==> src/rtl/flag_alu_pkg.sv <==
package flag_alu_pkg;
  localparam int unsigned DATA_W  = 16;
  localparam int unsigned CMD_W   = 3;
  localparam int unsigned SHAMT_W = $clog2(DATA_W);

  typedef enum logic [CMD_W-1:0] {
    CMD_ADDU = 3'b000,
    CMD_ADDS = 3'b001,
    CMD_SLL  = 3'b010,
    CMD_SRL  = 3'b011
  } alu_cmd_e;
endpackage

==> src/rtl/flag_alu_adder.sv <==
module flag_alu_adder #(
  parameter int unsigned W = 16
) (
  input  logic [W-1:0] a_i,
  input  logic [W-1:0] b_i,
  output logic [W-1:0] sum_o,
  output logic         carry_o,
  output logic         sovf_o
);
  logic [W:0] sum_ext;

  assign sum_ext = {1'b0, a_i} + {1'b0, b_i};
  assign sum_o   = sum_ext[W-1:0];
  assign carry_o = sum_ext[W];
  // two's complement overflow: like-signed operands, unlike-signed sum
  assign sovf_o  = (a_i[W-1] ~^ b_i[W-1]) & (sum_ext[W-1] ^ a_i[W-1]);

  always_comb begin

    sovf_sign_chk: assert (!sovf_o || (a_i[W-1] == b_i[W-1]));
  end
endmodule

==> src/rtl/flag_alu_shifter.sv <==
module flag_alu_shifter #(
  parameter int unsigned W    = 16,
  parameter bit          LEFT = 1'b1,
  localparam int unsigned SW  = $clog2(W)
) (
  input  logic [W-1:0]  a_i,
  input  logic [SW-1:0] shamt_i,
  output logic [W-1:0]  res_o,
  output logic          carry_o
);
  logic [W:0] ext;

  // one guard bit beside the word catches the last bit moved out
  if (LEFT) begin : g_left
    assign ext     = {1'b0, a_i} << shamt_i;
    assign res_o   = ext[W-1:0];
    assign carry_o = ext[W];
  end else begin : g_right
    assign ext     = {a_i, 1'b0} >> shamt_i;
    assign res_o   = ext[W:1];
    assign carry_o = ext[0];
  end

  always_comb begin

    zero_shift_chk: assert (shamt_i != '0 || (res_o == a_i && !carry_o));
  end
endmodule

==> src/rtl/flag_alu.sv <==
module flag_alu
  import flag_alu_pkg::*;
(
  input  logic [15:0] a_i,
  input  logic [15:0] b_i,
  input  logic [2:0]  cmd_i,
  output logic [15:0] res_o,
  output logic        zero_o,
  output logic        ovf_o,
  output logic        carry_o
);
  logic [DATA_W-1:0] add_sum, sll_res, srl_res;
  logic              add_c, add_sovf, sll_c, srl_c;

  flag_alu_adder #(.W(DATA_W)) u_add (
    .a_i(a_i), .b_i(b_i),
    .sum_o(add_sum), .carry_o(add_c), .sovf_o(add_sovf)
  );

  flag_alu_shifter #(.W(DATA_W), .LEFT(1'b1)) u_sll (
    .a_i(a_i), .shamt_i(b_i[SHAMT_W-1:0]),
    .res_o(sll_res), .carry_o(sll_c)
  );

  flag_alu_shifter #(.W(DATA_W), .LEFT(1'b0)) u_srl (
    .a_i(a_i), .shamt_i(b_i[SHAMT_W-1:0]),
    .res_o(srl_res), .carry_o(srl_c)
  );

  always_comb begin
    res_o   = '0;
    ovf_o   = 1'b0;
    carry_o = 1'b0;
    case (cmd_i)
      CMD_ADDU: begin res_o = add_sum; carry_o = add_c; ovf_o = add_c;    end
      CMD_ADDS: begin res_o = add_sum; carry_o = add_c; ovf_o = add_sovf; end
      CMD_SLL:  begin res_o = sll_res; carry_o = sll_c;                   end
      CMD_SRL:  begin res_o = srl_res; carry_o = srl_c;                   end
      default:  ;
    endcase
  end

  assign zero_o = (res_o == '0);

  always_comb begin

    no_unsigned_ovf_mismatch_chk: assert (cmd_i != CMD_ADDU || ovf_o == carry_o);

    no_overflow_chk: assert (!(cmd_i == CMD_SLL || cmd_i == CMD_SRL) || !ovf_o);

    idle_code_chk: assert (!cmd_i[2] || (zero_o && !ovf_o && !carry_o && res_o == '0));
  end
endmodule

==> config.mk <==
export PLATFORM = sky130hd
export DESIGN_NAME = flag_alu
export DESIGN_NICKNAME = d
export VERILOG_FILES = /design/src/rtl/flag_alu_pkg.sv /design/src/rtl/flag_alu_adder.sv /design/src/rtl/flag_alu_shifter.sv /design/src/rtl/flag_alu.sv
export SDC_FILE = /design/constraint.sdc
export NUM_CORES = 1
export LEC_CHECK = 0
export ABC_CLOCK_PERIOD_IN_PS = 4640
export BUFFER_PORTS_ARGS = -buffer_cell sky130_fd_sc_hd__buf_2
export CORE_UTILIZATION = 55
export DETAILED_ROUTE_END_ITERATION = 10
export GPL_TIMING_DRIVEN = 1
export PLACE_DENSITY = 0.8
export SYNTH_ARGS = -nofsm -noshare
export SYNTH_HDL_FRONTEND = slang
export SYNTH_SLANG_ARGS = --single-unit
==> constraint.sdc <==
create_clock -name vclk -period 4.64
set_input_delay 0.232 -clock vclk [all_inputs]
set_output_delay 0.232 -clock vclk [all_outputs]
set_load 0.1 [all_outputs]
==> results.md <==
* Status: finished with violations
* Violated checks: DRC
* CORE AREA at approximately 4400 um^2
* Dpl hpwl at 7.27 mm
* Post-route design area at 2870 um^2
* Worst hold slack at roughly 0.98 ns
* Crit start category: primary input
* Max Fclk at about 240 MHz
* Int Pwr at 149 uW
* Vias at around 3100
* WL/cell at 21.3 um
* VDD IR max at 0.000114 V
* # clk buffers at 0
* DIE AREA at 5000 um^2
* GRT Total Usage at a little under two fifths
* Io pins at 54
* Antenna Nets Post-Route at 0
* # fillers at 430
* Area Growth Syn to Fin at 10.4%
* Initial DRC count at approximately 450
* Distinct cells, synth at 70
* Setup TNS at 0 ns
* Storage cell area at 0 um^2
* Endpoint class of the critical path: output port
* Most common cell after layout, fill and taps aside: buf_2
* Die width at 70.7 um
* Register area share after synthesis at 0%
* RSZ-0062 raised after global routing: no
* Max incr delay on CP at 0.62 ns
* Synth Warn # at 0
* Leakage Power at approximately 1.2 nW
* FFs & Latches at 0
* CTS resizes at 0
* Post-CTS Setup Bufs at 0
* Req. time, crit path at 4.41 ns
* Die Y at 70.7 um
* CP max FO at 11
* Slew @ Worst Pin at 0.789 ns
* Instance area at placement at ~2900 um^2
* Part of the cycle the worst path needs at 88.7%
* Endpoints failing hold at 0
* Post-layout nets at 435
* Seq pwr share at 0%
* Post-layout util at around 64%
* Worst Path Arrival at 3.88 ns
* Hold WC Path Type: primary input to output port
* Max cap viols at 0
* Crit path time final at 4.12 ns
* Most frequent cells in the layout: 53 x buf_2, 31 x nor2_1, 31 x mux2i_1
* CP max-delay cell: a2111oi_0
* Slew Limit Headroom at a little under half
* Crit-path cells: buf_2, ha_1, a211oi_1, o21ai_0, a2111oi_0, o31ai_1, a2111oi_0, a31oi_1, o2111ai_1, buf_2
* Largest net degree at the start of global routing at 35
* Syn_nets at 395
* I/O Buffers at 54
* Drt first pass iters at 8
* Initial antenna violation count at 0
* # setup viols final at 0
* Max-slew violation count at 0
* Post-Route WL at 9.22 mm
* Vias in the first global route at 2850
* First-pass GRT wire length at 14.8 mm
* Mapped Cells at approximately 340
* Pre-CTS setup slack at 0.617 ns
* Switching power at around 330 uW
* Clock power frac at 0%
* Diodes inserted at 0
* Proportion of layout cells with a drive suffix above 1 at 29.5%
* Starting density of the core at 58.4%
* Post-Syn Area per Cell at 7.59 um^2
* Hold Buf Count CTS at 0
* Total grt overflow at 0
* RD Place Congestion at between 1 and 1.5
* Final WS setup at 0.524 ns
* Combinational share of power at 100.0%
* Residual DRC at 2
* Pwr Density at 167 nW/um^2
* Switch share at between 60% and 70%
* Critical Setup Path Class: primary input to output port
* Row cnt at 24
* Netlist Area Pre-Place at 2600 um^2
* Drt via density at 7.06
## worst max-delay path: cells and delay by family
kind                     cells  cell delay [ns]
buffers and inverters        2             0.79
AO/OA/AOI/OAI                7             2.54
adder cells (fa/ha/maj)      1             0.31
## final cells by class
| cell class | count | area (um^2) | area share [%] |
|---|---|---|---|
| repair buffers | 61 | 338 | 11.8 |
| inverters | 9 | 38.8 | 1.35 |
| multi-input cells | 310 | 2420 | 84.6 |
| well taps | 52 | 65.1 | 2.27 |
## power by group through the flow
stage / clock [mW] / sequential (mW) / combinational, mW
detailed placement: 0 / 0 / 0.469
floorplan: 0 / 0 / 0.376
global placement: 0 / 0 / 0.466
CTS: 0 / 0 / 0.471
global route: 0 / 0 / 0.507
finish: 0 / 0 / 0.480
## path summary, 6_finish.rpt
check                     from   endpoint  cells after the start
worst max-delay path    b_i[1]  res_o[15]                     10
worst min-delay path  cmd_i[2]   res_o[7]                      3
## synth_stat cells, types with 2 or more instances
| cell type | count | area, um^2 |
|---|---|---|
| o2bb2ai_1 | 2 | 17.5 |
| clkbuf_8 | 5 | 68.8 |
| a22oi_1 | 4 | 30.0 |
| mux4_2 | 8 | 180 |
| nor2b_1 | 9 | 56.3 |
| or2_2 | 4 | 25.0 |
| mux2i_1 | 31 | 310 |
| o21ai_0 | 22 | 110 |
| o31ai_1 | 3 | 22.5 |
| o22a_1 | 3 | 26.3 |
| xor2_1 | 5 | 43.8 |
| a21o_2 | 2 | 17.5 |
| clkbuf_1 | 10 | 37.5 |
| a21o_1 | 2 | 15.0 |
| nor3_1 | 3 | 15.0 |
| inv_1 | 8 | 30.0 |
| nand2b_1 | 3 | 18.8 |
| mux2_2 | 19 | 214 |
| nand2_1 | 25 | 93.8 |
| a21oi_1 | 23 | 115 |
| a211oi_1 | 8 | 60.1 |
| o2111ai_1 | 3 | 26.3 |
| o22ai_1 | 5 | 31.3 |
| ha_1 | 17 | 213 |
| o211ai_1 | 8 | 60.1 |
| buf_6 | 4 | 45.0 |
| a31oi_1 | 9 | 56.3 |
| o21a_1 | 4 | 30.0 |
| nand3b_1 | 4 | 30.0 |
| o32ai_1 | 4 | 35.0 |
| and2_1 | 4 | 25.0 |
| nand3_1 | 8 | 40.0 |
| a211o_2 | 3 | 30.0 |
| nor2_1 | 31 | 116 |
| or4b_1 | 2 | 20.0 |
| a2111oi_0 | 2 | 17.5 |
| o21bai_1 | 2 | 15.0 |
## layer usage
metal	share of wire, %	vias to the layer above	global-route usage, %
met5	0	-	0
met4	2.4	0	9.56
met3	9.9	19	3.70
met2	46	205	59.7
met1	42	1410	52.5
li1	-	1417	-
## cell families after synthesis
group | count (synthesis) | synth area share (%)
xor+xnor | 6 | 2.02
fa+ha+maj | 18 | 8.96
simple gates | 108 | 22.1
mux | 59 | 27.7
buf+inv | 32 | 7.95
compound gates | 119 | 31.2
## through the flow
stage / std cells / total power, mW
after global placement: 432 / 0.466
after global routing: 432 / 0.507
final: 432 / 0.480
after detailed placement: 432 / 0.469
after CTS: 432 / 0.471
after floorplan: 342 / 0.376
(Power assumes the default switching activity.)
